<file path="config.mk">
export PLATFORM = sky130hd
export DESIGN_NAME = tma_datapath
export DESIGN_NICKNAME = d
export VERILOG_FILES = /design/src/rtl/tma_pkg.sv /design/src/rtl/tma_phase.sv /design/src/rtl/tma_lane.sv /design/src/rtl/tma_join.sv /design/src/rtl/tma_datapath.sv
export SDC_FILE = /design/constraint.sdc
export NUM_CORES = 1
export LEC_CHECK = 0
export BUFFER_PORTS_ARGS = -buffer_cell sky130_fd_sc_hd__buf_2
export CAP_MARGIN = 0
export CORE_ASPECT_RATIO = 0.7
export CORE_MARGIN = 2
export CORE_UTILIZATION = 50
export CTS_CLUSTER_SIZE = 40
export DETAILED_ROUTE_END_ITERATION = 7
export PLACE_DENSITY = 0.7
export RECOVER_POWER = 50
export SLEW_MARGIN = 15
export SYNTH_ARGS = -nofsm -noshare
export SYNTH_HDL_FRONTEND = slang
export SYNTH_SLANG_ARGS = --single-unit
</file>
<file path="constraint.sdc">
create_clock -name clk_i -period 4.54 [get_ports clk_i]
set_clock_uncertainty 0.2 [all_clocks]
set_input_delay 0.681 -clock clk_i [delete_from_list [all_inputs] [get_ports clk_i]]
set_output_delay 0.681 -clock clk_i [all_outputs]
set_load 0.01 [all_outputs]
</file>
<file path="src/rtl/tma_pkg.sv">
package tma_pkg;
  function automatic int sel_w(input int n);
    return (n > 1) ? $clog2(n) : 1;
  endfunction

  function automatic int lat(input int n);
    return n + 1;
  endfunction
endpackage

</file>
<file path="src/rtl/tma_phase.sv">
module tma_phase #(
  parameter int N = 2,
  localparam int SELW = tma_pkg::sel_w(N)
) (
  input  logic            clk_i,
  input  logic            rst_ni,
  output logic [SELW-1:0] phase_o,
  output logic [N-1:0]    load_o
);
  logic [SELW-1:0] phase_q;

  always_ff @(posedge clk_i or negedge rst_ni) begin
    if (!rst_ni)                      phase_q <= '0;
    else if (phase_q == SELW'(N - 1)) phase_q <= '0;
    else                              phase_q <= phase_q + 1'b1;
  end

  for (genvar i = 0; i < N; i++) begin : g_dec
    assign load_o[i] = (phase_q == SELW'(i));
  end

  assign phase_o = phase_q;
endmodule

</file>
<file path="src/rtl/tma_lane.sv">
module tma_lane #(
  parameter int W = 8,
  localparam int SW = W + 1,
  localparam int PW = 2 * W + 1
) (
  input  logic          clk_i,
  input  logic          rst_ni,
  input  logic          ld_i,
  input  logic          vld_i,
  input  logic [W-1:0]  a_i,
  input  logic [W-1:0]  b_i,
  input  logic [W-1:0]  c_i,
  input  logic [W-1:0]  d_i,
  output logic          vld_o,
  output logic [PW-1:0] prod_o,
  output logic [W-1:0]  d_o
);
  logic [SW-1:0] sum_q;
  logic [W-1:0]  c_q, d_q;
  logic          vld_q;

  // bank holds for N cycles; multiplier below is a multicycle path
  always_ff @(posedge clk_i or negedge rst_ni) begin
    if (!rst_ni) begin
      sum_q <= '0;
      c_q   <= '0;
      d_q   <= '0;
      vld_q <= 1'b0;
    end else if (ld_i) begin
      sum_q <= SW'(a_i) + SW'(b_i);
      c_q   <= c_i;
      d_q   <= d_i;
      vld_q <= vld_i;
    end
  end

  assign prod_o = PW'(sum_q) * PW'(c_q);
  assign d_o    = d_q;
  assign vld_o  = vld_q;
endmodule

</file>
<file path="src/rtl/tma_join.sv">
module tma_join #(
  parameter int W = 8,
  parameter int N = 2,
  localparam int PW   = 2 * W + 1,
  localparam int RW   = 2 * W + 2,
  localparam int SELW = tma_pkg::sel_w(N)
) (
  input  logic            clk_i,
  input  logic            rst_ni,
  input  logic [SELW-1:0] sel_i,
  input  logic            lane_vld_i  [N],
  input  logic [PW-1:0]   lane_prod_i [N],
  input  logic [W-1:0]    lane_d_i    [N],
  output logic [RW-1:0]   res_o,
  output logic            vld_o
);
  logic [PW-1:0] prod_q;
  logic [W-1:0]  d_q;
  logic          vld_q;
  logic [RW-1:0] res_q;
  logic          out_vld_q;

  // sel_i names the lane that loaded N edges ago and reloads now
  always_ff @(posedge clk_i or negedge rst_ni) begin
    if (!rst_ni) begin
      prod_q <= '0;
      d_q    <= '0;
      vld_q  <= 1'b0;
    end else begin
      prod_q <= lane_prod_i[sel_i];
      d_q    <= lane_d_i[sel_i];
      vld_q  <= lane_vld_i[sel_i];
    end
  end

  always_ff @(posedge clk_i or negedge rst_ni) begin
    if (!rst_ni) begin
      res_q     <= '0;
      out_vld_q <= 1'b0;
    end else begin
      out_vld_q <= vld_q;
      if (vld_q) res_q <= RW'(prod_q) + RW'(d_q);
    end
  end

  assign res_o = res_q;
  assign vld_o = out_vld_q;
endmodule

</file>
<file path="src/rtl/tma_datapath.sv">
module tma_datapath #(
  parameter int W = 8,
  parameter int N = 2,
  localparam int PW   = 2 * W + 1,
  localparam int RW   = 2 * W + 2,
  localparam int SELW = tma_pkg::sel_w(N)
) (
  input  logic          clk_i,
  input  logic          rst_ni,
  input  logic          vld_i,
  input  logic [W-1:0]  a_i,
  input  logic [W-1:0]  b_i,
  input  logic [W-1:0]  c_i,
  input  logic [W-1:0]  d_i,
  output logic [RW-1:0] res_o,
  output logic          vld_o
);
  logic [SELW-1:0] phase_q;
  logic [N-1:0]    lane_ld;
  logic            lane_vld  [N];
  logic [PW-1:0]   lane_prod [N];
  logic [W-1:0]    lane_d    [N];

  tma_phase #(.N(N)) u_phase (
    .clk_i   (clk_i),
    .rst_ni  (rst_ni),
    .phase_o (phase_q),
    .load_o  (lane_ld)
  );

  for (genvar i = 0; i < N; i++) begin : g_lane
    tma_lane #(.W(W)) u_lane (
      .clk_i  (clk_i),
      .rst_ni (rst_ni),
      .ld_i   (lane_ld[i]),
      .vld_i  (vld_i),
      .a_i    (a_i),
      .b_i    (b_i),
      .c_i    (c_i),
      .d_i    (d_i),
      .vld_o  (lane_vld[i]),
      .prod_o (lane_prod[i]),
      .d_o    (lane_d[i])
    );
  end

  tma_join #(.W(W), .N(N)) u_join (
    .clk_i       (clk_i),
    .rst_ni      (rst_ni),
    .sel_i       (phase_q),
    .lane_vld_i  (lane_vld),
    .lane_prod_i (lane_prod),
    .lane_d_i    (lane_d),
    .res_o       (res_o),
    .vld_o       (vld_o)
  );
endmodule

</file>
# After elaboration in Yosys (flattened, before gate mapping)
# Index checks and enable logic that the tools add are counted.
# totals
word_cells,31
regBits,98
output_inout_bits,19
# op_classes
n_bitwise,1
n_mul,2
magnitude_cmp,1
mux,10
add_sub_neg,3
# ops
operator,count
$mux W17,3
$mul A9 B8 Y17,2
$mux W8,3
$add A17 B8 Y18,1
$add A8 B8 Y9,1
$mux W1,4
$ge A2 B2 Y1 const B,1
$not A1 Y2,1
$add A1 B1 Y1 const B,1

# Depth between registers and ports, before layout
# depth
word_depth,4
mapped_depth,16
ltp_nobuf,16

# By module
# Synthesis repeated with hierarchy kept, for this count alone.
# hier_totals
hier_cells,941
area_unflattened_um2,9514.1
# modules_own_cells
module,seq_area_each_um2,cells_per_inst,area_per_inst_um2,n_inst
tma_lane at g_lane[0].u_lane,650.6,368,3588.4,1
tma_lane at g_lane[1].u_lane,650.6,364,3578.4,1
tma_join,1126.1,206,2311.0,1
tma_phase,25.0,3,36.3,1

# Least setup slack after synthesis
# OpenSTA, ideal clock, no wires.
# synth_path
path_kind,flip-flop to flip-flop
start,register g_lane[1].u_lane.sum_q[3]
end,register u_join.prod_q[15]
stages_incl_launch_ff,15
slack_ns,0.280
period_less_slack_ns,4.260
arrival_ns,3.934
setup_ns,0.126
t_required_ns,4.214
path_buffers,0
cell_sequence,dfrtp_1 > and2_1 > fa_1 > fa_1 > fa_1 > inv_1 > fa_1 > inv_1 > ha_1 > a21oi_1 > nand2_1 > o21ai_0 > o21ai_0 > xnor2_1 > mux2i_1
# synth_between
elab_chain_len,4
# synth_lines
item,line_no,source
from (decl),tma_lane.sv:18,logic [SW-1:0] sum_q;
from (signal assigned),tma_lane.sv:30,sum_q <= SW'(a_i) + SW'(b_i);
$mul A9 B8 Y17,tma_lane.sv:37,assign prod_o = PW'(sum_q) * PW'(c_q);
$mux W17 (not written as such) (3 in a row),tma_join.sv:30,prod_q <= lane_prod_i[sel_i];
to (signal assigned),tma_join.sv:30,
to (decl),tma_join.sv:17,logic [PW-1:0] prod_q;
# No other way between the ends. The select of a mux whose other input is x is not followed.
# A chain may end at the register's enable or synchronous reset.

# Worst setup path in the final report
# layout_path
start,register g_lane[0].u_lane.c_q[2]
end,register u_join.prod_q[16]
# layout_between
elab_chain_len,4
# layout_lines
item,line_no,source
from (decl),tma_lane.sv:19,"logic [W-1:0] c_q, d_q;"
from (signal assigned),tma_lane.sv:31,c_q <= c_i;
$mul A9 B8 Y17,tma_lane.sv:37,
$mux W17 (not written as such) (3 in a row),tma_join.sv:30,
# No other way between the ends. The select of a mux whose other input is x is not followed.

==> flow_metrics.py <==
metrics = {
    "cells_and_area": {
        "non_filler_instances": 1249,
        "final_nets": 1220,
        "commonest_cells_after_routing_fill_and_taps_aside": "inv_1 (121), and2_1 (119), fa_1 (80)",
        "final_common_cell": "inv_1",
        "share_of_layout_cells_above_drive_strength_1_pct": 26.0,
        "antenna_cells": 0,
        "layout-area-overhead-vs-synth_pct": 17.2,
    },
    "clocking": {
        "cts.sinks": 98,
        "tritoncts_clock_tree": "yes",
        "cts_buffers": 9,
        "cts-root-buf": "clkbuf_16",
        "htree_num_levels": 3,
        "cts_max_path_buffers": 2,
        "clkSlewWorstSetupHoldPaths_ns": 0.07,
        "worst_skew_pair.late_latency_ns": 0.35,
    },
    "timing": {
        "min_period_over_period_pct": 97.1,
        "setup_viol": 0,
        "max_clock_freq_mhz": 227,
        "timing.setup.tns_ns": 0,
        "final-max-slew-violation-count": 76,
        "timing.max_slew.rel_slack_pct": -25.4,
        "hold_violations": 0,
        "layout_min_cycle_time_ns": 4.41,
        "max_slew.worst_pin.slew_ns": 1.88,
        "whs_ns": 0.301,
    },
    "power": {
        "finalPower_mw": 7.99,
        "leakagePower_nw": 5.06,
        "pwr_density_cell_mw_per_mm2": 756,
        "vdd_drop_max_mv": 0.473,
    },
    "synthesis": {
        "mappedNetlistNets": 1106,
        "synth_seq_cells": 98,
        "netlist_top_cells_area": "dfrtp_1 (27%), fa_1 (19%), ha_1 (12%)",
        "synthesis.instances": 895,
        "synth_largest_type_area_fraction_pct": 27.2,
        "post_synth.cell_area_avg_sq_um": 10.1,
        "synthDominantAreaCellType": "dfrtp_1",
        "synth_edf_count": 0,
        "mappedNetlistArea_sq_mm": 0.00901,
        "postSynth.asyncResetShare_pct": 100,
        "yosysUniqueCellTypes": 51,
        "synthFlopType": "dfrtp_1",
        "ys_seq_area_share_pct": 27.2,
        "synth_warnings": 0,
    },
    "floorplanning": {
        "initial_utilization_pct": 50.5,
        "floorplan.die.width_um": 164,
        "rows": 41,
        "placeable_core_region_sq_mm": 0.0179,
        "ioPinCount": 54,
        "die_height_um": 116,
        "floorplan.die_area_sq_mm": 0.0191,
    },
    "route": {
        "final_antenna_net_count": 0,
        "via_count": 6556,
        "firstDrtPassIters": 5,
        "totalWireLength_um": 20600,
        "number_of_vias_per_cell": 5.25,
        "drt_drc_violations_left": 0,
        "route.detailed.wl_per_inst_um": 16.5,
        "first_iter_violations": 425,
    },
    "place": {
        "routabilityCongestion": 0.927,
        "placedCellCount": 1203,
        "place.port_buffers": 53,
        "dpl.hpwl_um": 15700,
    },
    "worst_setup_path": {
        "cp_data_arrival_time_ns": 4.40,
        "crit-reg2reg-capture": "u_join.prod_q[16]$_DFF_PN0_",
        "r2r.worst_path.cells": 15,
        "rr_startpoint": "g_lane[0].u_lane.c_q[2]$_DFFE_PN0N_",
        "critPathKind": "flip-flop to flip-flop",
        "timing.reg2reg.setup_slack_ns": 0.13,
        "setup.worst_path.end_class": "flip-flop",
        "crit_required_ns": 4.53,
        "worstPathMaxFanout": 5,
        "timing.critical_path.from_type": "flip-flop",
    },
    "hold_path": {
        "hold_path_class": "flip-flop to flip-flop",
        "holdPathEnd": "g_lane[0].u_lane.d_o[4]$_DFFE_PN0N_",
        "hp-start": "g_lane[0].u_lane.d_o[4]$_DFFE_PN0N_",
        "worst_hold_path.num_cells": 1,
    },
    "grt": {
        "vias_in_the_first_global_route": 6142,
        "globalRouteMet2Util_pct": 32.5,
        "gr-max-usage-layer": "met1",
        "grt_max_degree": 81,
        "globalRouteMet3Util_pct": 3.16,
        "grt_util_all_layers_pct": 21.3,
        "grt.met1_usage_pct": 32.7,
        "antenna_found_initial": 0,
        "grt.overflow.total": 0,
        "first_pass_grt_wire_length_um": 31800,
    },
    "run_status": {
        "outcome": "finished, violations left",
        "failed_checks": "capacitance limit, slew limit",
    },
    "job": {
        "cap_violations": 1,
    },
}
[area by class of cell]
class	count	area, sq um
Fill cell	1523	7280
Multi-Input combinational cell	656	6300
Sequential cell	98	2480
Timing Repair Buffer	118	747
Inverter	126	473
Tap cell	236	295
Clock buffer	9	225
Clock inverter	6	52.6
[Yosys cell counts, types with 3 or more instances]
library cell	n
mux2i_1	6
dfrtp_1	98
or3_1	5
and2_1	121
buf_2	6
xnor2_1	25
o21ai_0	30
nor2b_1	5
o211ai_1	8
buf_1	3
o21a_1	4
clkbuf_1	5
xor2_1	14
nor2_1	39
nand2b_1	7
mux2_2	58
a211oi_1	4
inv_1	126
a21o_1	9
ha_1	90
nor3_1	5
fa_1	86
nand2_1	56
o21bai_1	3
a21oi_1	39
nand3_1	11
[cells by family (layout without fill, tap and decap cells)]
logic type	count (synthesis)	in the layout	synth area share (%)
muxes	64	64	7.91
adders and majority gates	176	176	31.6
AOI/OAI and AO/OA	122	122	8.61
buffers and inverters	141	259	6.00
DFF	98	98	27.2
and+or+nand+nor	255	255	14.9
xor gates and xnor gates	39	39	3.79
[critical path, cell delays in order, from the launching register on]
cell and delay (ns):
dfrtp_2 0.45, buf_4 0.15, and2_1 0.17, fa_1 0.54
fa_1 0.46, fa_1 0.55, inv_1 0.05, fa_1 0.50
inv_2 0.05, ha_4 0.31, nand2_1 0.08, o21ai_2 0.22
o221ai_2 0.14, o41ai_2 0.08, xnor2_1 0.19, mux2i_1 0.12
[registers in the layout, summed over array words and instances (netlist names)]
signal               flops
u_join.res_o            18
g_lane.u_lane.vld_o      2
u_join.vld_q             1
g_lane.u_lane.d_o       16
g_lane.u_lane.sum_q     18
u_join.vld_o             1
u_join.prod_q           17
u_phase.phase_o          1
u_join.d_q               8
g_lane.u_lane.c_q       16
[worst max path at each step]
stage | startpoint | endpoint | slack, ns | cells past startpoint
after floorplan | g_lane[1].u_lane.sum_q[3]$_DFFE_PN0P_ | u_join.prod_q[15]$_DFF_PN0_ | 0.28 | 14
after global placement | g_lane[0].u_lane.c_q[4]$_DFFE_PN0N_ | u_join.prod_q[14]$_DFF_PN0_ | -0.08 | 14
after detailed placement | g_lane[0].u_lane.sum_q[3]$_DFFE_PN0N_ | u_join.prod_q[13]$_DFF_PN0_ | -0.14 | 14
after CTS | g_lane[1].u_lane.c_q[4]$_DFFE_PN0P_ | u_join.prod_q[12]$_DFF_PN0_ | 0.003 | 16
after global routing | g_lane[0].u_lane.sum_q[3]$_DFFE_PN0N_ | u_join.prod_q[14]$_DFF_PN0_ | -0.03 | 15
final | g_lane[0].u_lane.c_q[2]$_DFFE_PN0N_ | u_join.prod_q[16]$_DFF_PN0_ | 0.13 | 15
[repair_timing]
| item | in CTS | in global routing |
|---|---|---|
| setup endpoints to repair | 5 | 9 |
| buffers inserted | 1 | 30 |
| pin swaps | 3 | 53 |
| hold buffers | 0 | 0 |
| endpoints found under the hold margin | 0 | 0 |
| resized for setup | 9 | 79 |
[per-layer routing]
layer	routed length, um	vias up	share of wire (%)
met5	0	-	0
met4	237	0	1.2
met3	968	19	4.7
met2	9030	176	44
met1	10400	3214	50
li1	-	3147	-
[metrics by stage]
stage	area, sq um	setup slack [ns]	utilization, %
final	10600	0.133	59.2
after global routing	10600	-0.0283	59.2
after CTS	10100	0.00312	56.4
after detailed placement	9770	-0.137	54.7
after global placement	9770	-0.0754	54.7
after floorplan	9010	0.280	-
[report_power, final]
group          switching [mW]  leakage [nW]  internal (mW)
Sequential              0.156          1.12           1.09
Combinational            3.15          3.81           2.85
Clock                   0.362         0.124          0.377
(Power assumes the default switching activity.)
